### config.mk
export PLATFORM = sky130hd
export DESIGN_NAME = pb_power_ctl
export DESIGN_NICKNAME = d
export VERILOG_FILES = /design/src/rtl/pb_power_ctl.sv
export SDC_FILE = /design/constraint.sdc
export NUM_CORES = 1
export LEC_CHECK = 0
export ABC_AREA = 1
export BUFFER_PORTS_ARGS = -buffer_cell sky130_fd_sc_hd__buf_4
export CAP_MARGIN = 20
export CORE_MARGIN = 1.5
export CORE_UTILIZATION = 55
export CTS_BUF_LIST = sky130_fd_sc_hd__clkbuf_2 sky130_fd_sc_hd__clkbuf_4 sky130_fd_sc_hd__clkbuf_8
export DETAILED_ROUTE_END_ITERATION = 7
export PLACE_DENSITY = 0.77
export SLEW_MARGIN = 20
export SYNTH_ARGS = -nofsm -noshare
export SYNTH_HDL_FRONTEND = slang
export SYNTH_SLANG_ARGS = --single-unit
### constraint.sdc
create_clock -name clk -period 4.5 [get_ports clk]
set_input_delay 0.225 -clock clk [delete_from_list [all_inputs] [get_ports clk]]
set_output_delay 0.225 -clock clk [all_outputs]
set_load 0.005 [all_outputs]
### src/rtl/pb_power_ctl.sv
module pb_power_ctl #(
  parameter int CLK_HZ    = 1_000_000,
  parameter int DEB_CYC   = CLK_HZ / 20,
  parameter int LONG_CYC  = CLK_HZ * 15,
  parameter int PULSE_CYC = CLK_HZ / 2000,
  parameter int THR_W     = 2
) (
  input  logic             clk,
  input  logic             rst_n,
  input  logic             pb_n,
  input  logic             hold,
  input  logic             sys_low,
  input  logic             thr_wr,
  input  logic [THR_W-1:0] thr_din,
  output logic             on,
  output logic             sys_ramp_req,
  output logic             rails_start_req,
  output logic             pgood,
  output logic             regs_default,
  output logic [THR_W-1:0] thr_sel
);

  localparam int DW = $clog2(DEB_CYC + 1);
  localparam int LW = $clog2(LONG_CYC + 1);
  localparam int PW = $clog2(PULSE_CYC + 1);

  typedef enum logic [1:0] {S_OFF, S_RAMP, S_LOAD, S_RUN} st_t;

  st_t           st;
  logic [1:0]    pb_q, hold_q, low_q;
  logic          pb_s, hold_s, low_s;
  logic [DW-1:0] deb_cnt;
  logic [LW-1:0] lp_cnt;
  logic [PW-1:0] pl_cnt;
  logic          lp_fire, lp_fire_q;

  // two-stage synchronizers
  always_ff @(posedge clk or negedge rst_n)
    if (!rst_n) begin
      pb_q   <= 2'b11;
      hold_q <= 2'b00;
      low_q  <= 2'b11;
    end else begin
      pb_q   <= {pb_q[0], pb_n};
      hold_q <= {hold_q[0], hold};
      low_q  <= {low_q[0], sys_low};
    end

  assign pb_s   = pb_q[1];
  assign hold_s = hold_q[1];
  assign low_s  = low_q[1];

  always_ff @(posedge clk or negedge rst_n)
    if (!rst_n)                          deb_cnt <= '0;
    else if (pb_s)                       deb_cnt <= '0;
    else if (deb_cnt != DW'(DEB_CYC))    deb_cnt <= deb_cnt + 1'b1;

  always_ff @(posedge clk or negedge rst_n)
    if (!rst_n)                          lp_cnt <= '0;
    else if (pb_s)                       lp_cnt <= '0;
    else if (lp_cnt != LW'(LONG_CYC))    lp_cnt <= lp_cnt + 1'b1;

  assign lp_fire = !pb_s && (lp_cnt == LW'(LONG_CYC - 1)) && (st == S_RUN);

  always_ff @(posedge clk or negedge rst_n)
    if (!rst_n) st <= S_OFF;
    else case (st)
      S_OFF:   if (!pb_s && deb_cnt == DW'(DEB_CYC) && !low_s) st <= S_RAMP;
      default: if (low_s || (pb_s && !hold_s)) st <= S_OFF;
               else if (st == S_RAMP)          st <= S_LOAD;
               else                            st <= S_RUN;
    endcase

  always_ff @(posedge clk or negedge rst_n)
    if (!rst_n) begin
      pl_cnt    <= '0;
      lp_fire_q <= 1'b0;
    end else begin
      lp_fire_q <= lp_fire;
      if (st == S_OFF)       pl_cnt <= '0;
      else if (lp_fire)      pl_cnt <= PW'(PULSE_CYC);
      else if (pl_cnt != 0)  pl_cnt <= pl_cnt - 1'b1;
    end

  always_ff @(posedge clk or negedge rst_n)
    if (!rst_n)              thr_sel <= '0;
    else if (st == S_OFF)    thr_sel <= '0;
    else if (thr_wr)         thr_sel <= thr_din;

  assign on              = (st != S_OFF);
  assign sys_ramp_req    = on;
  assign rails_start_req = (st == S_RUN);
  assign pgood           = (st == S_RUN) && (pl_cnt == '0);
  assign regs_default    = (st == S_LOAD) || lp_fire_q;


  power_up_chk: assert property (@(posedge clk) disable iff (!rst_n)
    $rose(on) |-> $past(!low_s && !pb_s));


  rails_after_defaults_chk: assert property (@(posedge clk) disable iff (!rst_n)
    $rose(rails_start_req) |-> $past(regs_default));


  uv_shutdown_chk: assert property (@(posedge clk) disable iff (!rst_n)
    (on && low_s) |=> !on);


  pulse_with_restore_chk: assert property (@(posedge clk) disable iff (!rst_n)
    ($fell(pgood) && on) |-> regs_default);


  single_pulse_chk: assert property (@(posedge clk) disable iff (!rst_n)
    (!pb_s && lp_cnt == LW'(LONG_CYC) && pl_cnt == '0) |=> (pl_cnt == '0));


  thr_cleared_chk: assert property (@(posedge clk) disable iff (!rst_n)
    !on |=> (thr_sel == '0));

endmodule

* Word level (Yosys, flattened, before mapping) *
Cells that the tools add are included.

word-level totals
  memory bits (writable) = 0
  memories = 0
  output and inout port bits = 7
  register bits = 60
  word-level logic and storage cells = 52
  ROM bits = 0
  bits in latches = 0
  input port bits = 8

operators by class
  equal/unequal tests = 8
  bitwise logic cells = 0
  add/subtract/negate cells = 3
  multiplexer cells = 13
  reduce and logical (&&, ||, !) cells = 19
  $lt $le $gt $ge = 0
  shifts and indexed selects = 0
  multiply operators = 0
  divide/modulo/power cells = 0

operators with widths
  cell                                                  number
  2-to-1 mux 24 bit                                     2
  2-to-1 mux 16 bit                                     2
  2-to-1 mux 9 bit                                      3
  adder 24 x 1 -> 24 bit (second input constant)        1
  equality test 24 bit (second input constant)          1
  inequality test 24 bit (second input constant)        1
  adder 16 x 1 -> 16 bit (second input constant)        1
  equality test 16 bit (second input constant)          1
  inequality test 16 bit (second input constant)        1
  2-to-1 mux 2 bit                                      5
  logical NOT 9 bit                                     1
  nonzero test 9 bit                                    1
  subtractor 9 x 1 -> 9 bit (second input constant)     1
  nonzero test 2 bit                                    4
  logical AND 1 bit                                     6
  equality test 2 bit (second input constant)           2
  logical NOT 1 bit                                     3
  nonzero test 3 bit                                    1
  equality test 2 x 1 -> 1 bit (second input constant)  1
  logical NOT 2 bit                                     1
  logical OR 1 bit                                      2
  inequality test 2 bit (second input constant)         1
  2-to-1 mux 1 bit                                      1

* Depth between registers and ports, before layout *
Gate-level depths: netlist of run 1.

  word-level depth = 5
  mapped depth = 9
  gate-level depth less buffers = 9

* Worst setup path before layout of run 1 *
Ideal clock, no wire load.

  path kind = register to register
  start point = register pl_cnt[0]
  end point = register pl_cnt[2]
  cell stages (with the launch flop) = 8
  path slack = 3,068 ps
  period minus slack after synthesis = 1,432 ps
  data required time = 4,378 ps
  setup time = 122 ps
  buffers on the path = 0
  arrival = 1,310 ps
  path through = dfrtp_1 -> inv_1 -> ha_1 -> nand2_2 -> nor3_4 -> inv_2 -> o21ai_4 -> nor2_1

on the way
  longest elaborated chain between the ends = 4
  elaborated cells on any way between the ends = 6
  those cells by class = 1 x add/sub; 3 x mux; 2 x reduce/logical

RTL lines
  item                       line  RTL
  start: declaration         34    logic [PW-1:0] pl_cnt;
  start signal: assignment   81    else if (lp_fire) pl_cnt <= PW'(PULSE_CYC);
  start signal: assignment   82    else if (pl_cnt != 0) pl_cnt <= pl_cnt - 1'b1;
  subtractor 9 x 1 -> 9 bit  82
  2-to-1 mux 9 bit           82
  2-to-1 mux 9 bit           81
  2-to-1 mux 9 bit           80    if (st == S_OFF) pl_cnt <= '0;

Parallel ways exist; a longest one is shown, timed or not. The select of a mux whose other input is x is not followed.
A chain may end at the register's enable or synchronous reset.

* Final worst setup path of run 1 *
  start point = register pb_q[1]
  end point = register pl_cnt[7]

on the way
  longest elaborated chain between the ends = 5
  elaborated cells on any way between the ends = 6
  those cells by class = 2 x mux; 4 x reduce/logical

RTL lines
  item                                 line  RTL
  start: declaration                   30    logic [1:0] pb_q, hold_q, low_q;
  start signal: assignment             44    pb_q <= {pb_q[0], pb_n};
  logical NOT 1 bit (*)                63    assign lp_fire = !pb_s && (lp_cnt == LW'(LONG_CYC - 1)) && (st == S_RUN);
  logical AND 1 bit (*) (2 in series)  63
  2-to-1 mux 9 bit                     81
  2-to-1 mux 9 bit                     80

Mark *: on every way between the ends. The rest lies on a longest branch, timed or not.

==> results of run 1 <==
==> worst max path at each step <==
stage	startpoint	to	slack, ns	cells after the start
after floorplan	pl_cnt[0]$_DFFE_PN0P_	pl_cnt[2]$_DFFE_PN0P_	3.07	7
after global routing	pb_q[1]$_DFF_PN1_	pl_cnt[7]$_DFFE_PN0P_	1.99	7
final	pb_q[1]$_DFF_PN1_	pl_cnt[7]$_DFFE_PN0P_	2.19	7
after detailed placement	pb_q[1]$_DFF_PN1_	pl_cnt[7]$_DFFE_PN0P_	2.21	7
after global placement	pb_q[1]$_DFF_PN1_	pl_cnt[7]$_DFFE_PN0P_	2.27	7
after CTS	pb_q[1]$_DFF_PN1_	pl_cnt[7]$_DFFE_PN0P_	2.21	7
==> cell families after synthesis <==
logic type / synth area share [%]
xor+xnor: 3.14
flops: 45.0
simple gates: 34.6
compound gates: 7.85
fa+ha+maj: 1.87
buf+inv: 7.55
==> synth_stat cells <==
cell type  number
clkinv_1        1
xor2_1         10
nand2_1        97
a21oi_1        21
and2_1          1
nand3_2         2
o21bai_1        1
inv_1          58
buf_4           1
buf_2           1
o21ai_4         1
ha_1            5
o21ai_1         1
nor3_4          2
or2_2           3
nand4_1        13
inv_2           2
nand3b_1        1
dfstp_2         4
nor3_2          1
clkbuf_1        3
nor2_4          4
nand2_2         8
a211oi_1        1
nand3_1        23
xnor2_1         2
o21ai_0        23
nor2_1         79
dfrtp_1        56
nor3_1         17
a31oi_1         1
nor2_2          4
==> worst register-to-register path, cell delays in order (launching register included) <==
cell and delay [ns]:
dfstp_2 0.68, clkinv_1 0.75, nand2_1 0.33, nor2_1 0.11, nand2_2 0.12, nand2_1 0.06
nor2_1 0.11, nor2_2 0.05
==> per-stage QoR <==
step | instance area, sq um | total power, W
after floorplan | 3350 | 0.000584
after global placement | 3520 | 0.000604
after detailed placement | 3520 | 0.000606
after CTS | 3770 | 0.00111
after global routing | 3770 | 0.00115
final | 3770 | 0.00110
==> flip-flops by register name, summed over array words and instances, names as in the netlist <==
name / flops
lp_cnt: 24
pb_q: 2
lp_fire_q: 1
pl_cnt: 9
st: 2
hold_q: 2
thr_sel: 2
low_q: 2
deb_cnt: 16
==> layout make-up <==
class | instances | share of cell area [%]
Multi-Input combinational cell | 321 | 42.1
Sequential cell | 60 | 40.0
Inverter | 61 | 6.08
Clock buffer | 12 | 4.22
Timing Repair Buffer | 18 | 3.85
Tap cell | 75 | 2.49
Clock inverter | 4 | 1.26
==> power by group <==
part / internal (W) / switching, W / total, W / leakage [nW]
Sequential: 0.000548 / 0.00000789 / 0.000556 / 0.815
Combinational: 0.0000153 / 0.0000266 / 0.0000419 / 0.854
Clock: 0.000290 / 0.000214 / 0.000504 / 0.106
==> per-layer routing <==
layer	vias to the layer above	routed length, um	share of wire, %
li1	1464	-	-
met1	1339	3310	47
met2	84	3160	45
met3	13	416	5.9
met4	0	145	2.1
met5	-	0	0
==> reports/metrics.yaml, run 1 <==
min_path:
  hp-class: "input pin to flip-flop"
  worstHoldPathCells: 2
  hp-start: "thr_wr"
  hold_path_end: "thr_sel[0]$_DFFE_PN0P_"
floorplanning:
  die_y_um: 81.0
  initial_core_util_pct: 56.9
  dieArea_sq_mm: 0.00656
  core-area_sq_mm: 0.00589
  fp-row-count: 28
  io_pins: 15
  die_x_um: 81.0
drt:
  drt_wl_total_mm: 7.04
  vias_per_cell: 5.26
  first_iter_violations: 167
  postRouteAntennaNets: 0
  wl_per_cell_um: 12.8
  drc_errors: 0
  firstDrtPassIters: 4
  vias: 2900
sta:
  final_hold_viol_count: 0
  rsz0062_at_grt: "no"
  worst_pin_slew_ns: 0.869
  relSlewSlack_pct: 41.7
  slew_violations: 0
  fin_crit_ns: 2.31
  timing.hold.ws_ns: 0.0793
  finalSetupTns_ns: 0
  period_share_pct: 51.3
  layout_setup_ws_ns: 2.19
  setup_violations: 0
  max_freq_ghz: 0.433
  skew_ns: 0.0111
global_route:
  grt_antenna_before_repair: 0
  grt_max_degree: 61
  grtUsageMet1_pct: 33.1
  grt_pass1_wl_mm: 11.9
  use_met2_pct: 35.9
  busiest_layer: "met2"
  use_met3_pct: 6.07
  grt_pass1_vias: 2675
  overflow: 0
  track_usage_pct: 24.0
synthesis:
  synth_area_leaders: "dfrtp_1, nand2_1, nor2_1"
  syn_inst: 447
  ys_types: 32
  synth_fp_nets: 460
  avgSynthCellArea_sq_um: 7.49
  seq_area_frac_synth_pct: 45.0
  ys_warn_count: 0
  synth_area_sq_mm: 0.00335
  synth_top_area_share_pct: 41.9
  ys_ff_latch: 60
  synth_top_area_cell: "dfrtp_1"
layout:
  multi_input_area_sq_mm: 0.00159
  layout.nets: 484
  drive_gt1_share_pct: 12.8
  seqCellArea_sq_mm: 0.00151
  finish.cell_count_without_fillers: 551
  syn_to_final_growth_pct: 12.6
  fin_util_pct: 64.0
  layout_common_cells: "nand2_1, nor2_1, inv_1, dfrtp_1"
  fillers: 530
  layout_commonest_cell: "nand2_1"
  diodes: 0
critical_path:
  reg2reg_setup_slack_ns: 2.19
  crit_type: "flip-flop to flip-flop"
  slowest_delay_ns: 0.75
  cp_top_family: "simple AND/OR/NAND/NOR gates"
  crit_fanout: 35
  cp_cell_sequence: "clkinv_1, nand2_1, nor2_1, nand2_2, nand2_1, nor2_1, nor2_2"
  r2r_start: "pb_q[1]$_DFF_PN1_"
  critPathBufInv: 1
  endpoint_kind: "flip-flop"
  worstRegToRegCells: 7
  slowest_stage: "clkinv_1"
  reg2reg_to: "pl_cnt[7]$_DFFE_PN0P_"
  required_ns: 4.74
  cp_data_arrival_time_ns: 2.55
  startpoint_type: "flip-flop"
cts:
  cts_hold_buffers: 4
  cts_num_sinks: 60
  cts_root_buf: "clkbuf_8"
  cts_resized: 0
  cts_tree: "yes"
  cts_setup_buffers: 0
  h-tree-depth: 3
  clkLatencyLatePin_ns: 0.35
  path_clk_slew_ns: 0.07
  clockBufferDepth: 2
  cts_buffers: 9
place:
  place_worst_setup_slack_ns: 2.21
  dpl.cell_count: 531
  port_buffers: 14
  dp_hpwl_mm: 5.10
  gp_congestion: 0.899
pwr:
  powerDensity_mw_per_mm2: 292
  ir_worst_vdd_mv: 0.183
  p_leak_nw: 1.77
outcome:
  outcome: "complete, no violations"
job:
  cap_violations: 0
No activity file was read; power rests on OpenSTA's default activity.
==> inputs of run 2 (changes only) <==
--- a/config.mk
+++ b/config.mk
@@ -12,7 +12,7 @@
 export CORE_UTILIZATION = 55
 export CTS_BUF_LIST = sky130_fd_sc_hd__clkbuf_2 sky130_fd_sc_hd__clkbuf_4 sky130_fd_sc_hd__clkbuf_8
 export DETAILED_ROUTE_END_ITERATION = 7
-export PLACE_DENSITY = 0.77
+export PLACE_DENSITY = 0.8
 export SLEW_MARGIN = 20
 export SYNTH_ARGS = -nofsm -noshare
 export SYNTH_HDL_FRONTEND = slang
==> constraint.sdc (replaced) <==
create_clock -name clk -period 1.9 [get_ports clk]
set_input_delay 0.095 -clock clk [delete_from_list [all_inputs] [get_ports clk]]
set_output_delay 0.095 -clock clk [all_outputs]
set_load 0.005 [all_outputs]
==> reports/metrics.yaml, run 2 (synthesis gave the netlist of run 1 again) <==
cts:
  clkLatencyLatePin_ns: 0.35  # about the same
  h-tree-depth: 3  # unchanged
  cts_tree: "yes"
  path_clk_slew_ns: 0.07  # about the same
  cts_num_sinks: 60  # unchanged
  clockBufferDepth: 2  # unchanged
  cts_buffers: 9  # unchanged
  cts_root_buf: "clkbuf_8"
critical_path:
  required_ns: 1.80  # -2.94 ns
  slowest_delay_ns: 0.38  # -0.37 ns
  startpoint_type: "flip-flop"
  slowest_stage: "dfrtp_1"
  crit_type: "flip-flop to output pin"
  crit_fanout: 4  # -89%
  endpoint_kind: "output pin"
  cp_cell_sequence: "inv_1, ha_1, nand2_2, nor3_4, inv_2, nor2_1, buf_4"
  cp_data_arrival_time_ns: 1.63  # -0.92 ns
drt:
  wl_per_cell_um: 13.2  # +3.1%
  first_iter_violations: 248  # +49%
  drc_errors: 0  # unchanged
  vias: 2944  # +1.5%
  firstDrtPassIters: 5  # +1
  postRouteAntennaNets: 0  # unchanged
  vias_per_cell: 5.28  # +0.24%
  drt_wl_total_mm: 7.35  # +4.4%
global_route:
  grt_pass1_wl_mm: 12.5  # +5.1%
  track_usage_pct: 25.1  # +1.1 points
  grt_antenna_before_repair: 0  # unchanged
  grt_pass1_vias: 2776  # +3.8%
  overflow: 0  # unchanged
  grt_max_degree: 61  # unchanged
layout:
  layout.nets: 491  # +1.4%
  largest_register_ffs: 24  # unchanged
  multi_input_area_sq_mm: 0.00159  # unchanged
  fillers: 483  # -8.9%
  syn_to_final_growth_pct: 14.9
  diodes: 0  # unchanged
  fin_util_pct: 65.3  # +1.3 points
  layout_commonest_cell: "nand2_1"
  drive_gt1_share_pct: 13.5  # +0.64 points
  layout_common_cells: "nand2_1, nor2_1, inv_1, dfrtp_1"
  seqCellArea_sq_mm: 0.00151  # unchanged
  reg.largest.list: "lp_cnt (24), deb_cnt (16), pl_cnt (9)"
  largest_register: "lp_cnt"
job:
  cap_violations: 0  # unchanged
sta:
  max_freq_ghz: 0.579
  setup_violations: 0  # unchanged
  relSlewSlack_pct: 49.1  # +7.3 points
  layout_setup_ws_ns: 0.172  # -2.02 ns
  slew_violations: 0  # unchanged
  skew_ns: 0.00758  # -0.00354 ns
  rsz0062_at_grt: "no"
  period_share_pct: 90.9
  finalSetupTns_ns: 0  # unchanged
  final_hold_viol_count: 0  # unchanged
  worst_pin_slew_ns: 0.764  # -0.105 ns
  timing.hold.ws_ns: 0.345  # +0.266 ns
  fin_crit_ns: 1.73
pwr:
  p_leak_nw: 1.80  # +1.7%
  ir_worst_vdd_mv: 0.490  # +170%
  powerDensity_mw_per_mm2: 707  # +140%
floorplanning:
  fp-row-count: 28  # unchanged
  initial_core_util_pct: 56.9  # unchanged
  die_x_um: 81.0  # unchanged
  core-area_sq_mm: 0.00589  # unchanged
  dieArea_sq_mm: 0.00656  # unchanged
  io_pins: 15  # unchanged
  die_y_um: 81.0  # unchanged
place:
  port_buffers: 14  # unchanged
  dp_hpwl_mm: 5.14  # +0.88%
  gp_congestion: 0.915  # +1.8%
  place_worst_setup_slack_ns: 0.279  # -1.93 ns
outcome:
  outcome: "complete, no violations"
min_path:
  hp-class: "input pin to asynchronous set/reset pin"
run 2: worst max-delay path, delay by kind of cell (launching register included):
kind | cells | cell delay (ns)
and+or+nand+nor | 3 | 0.36
buffers and inverters | 3 | 0.30
DFF | 1 | 0.38
adders and majority gates | 1 | 0.25
run 2: path summary, 6_finish.rpt:
path	startpoint	end	slack [ns]	cells past startpoint
max	pl_cnt[0]$_DFFE_PN0P_	pgood	0.17	7
min	rst_n	deb_cnt[5]$_DFFE_PN0P_	0.35	2
max reg2reg	st[1]$_DFFE_PN0P_	thr_sel[1]$_DFFE_PN0P_	0.21	5
min reg2reg	hold_q[0]$_DFF_PN0_	hold_q[1]$_DFF_PN0_	0.35	0
max in group asynchronous	rst_n	lp_cnt[12]$_DFFE_PN0P_	1.02	2
min in group clk	hold_q[0]$_DFF_PN0_	hold_q[1]$_DFF_PN0_	0.35	0
run 2: area by class of cell:
type	instances	share of cell area, %
Multi-Input combinational cell	321	41.3
Sequential cell	60	39.2
Inverter	61	5.95
Timing Repair Buffer	25	5.34
Clock buffer	9	3.22
Clock inverter	7	2.60
Tap cell	75	2.44
run 2: per-stage QoR:
step | area (sq um) | power, W | std cells
2_1_floorplan | 3350 | 0.00138 | 447
3_3_place_gp | 3540 | 0.00144 | 534
3_5_place_dp | 3540 | 0.00144 | 534
4_1_cts | 3840 | 0.00274 | 557
5_1_grt | 3850 | 0.00282 | 558
6_report | 3850 | 0.00272 | 558
run 2: routing by layer:
layer	up-vias	wire [um]	global-route usage, %
li1	1482	-	-
met2	90	3490	40.6
met1	1357	3340	32.5
met5	-	0	0
met3	15	354	4.72
met4	0	161	11.7
run 2: power breakdown:
part	total (W)	internal [W]	switching, W
logic	0.000113	0.0000430	0.0000696
clock network	0.00129	0.000744	0.000551
registers	0.00131	0.00130	0.0000152
total	0.00272	0.00208	0.000636
run 2: timing repair:
action                                  in CTS  in global routing
endpoints found under the setup margin       0                  1
hold buffers                                 7                  0
hold endpoints to repair                    61                  0
setup buffers                                0                  1
resized for setup                            0                  0
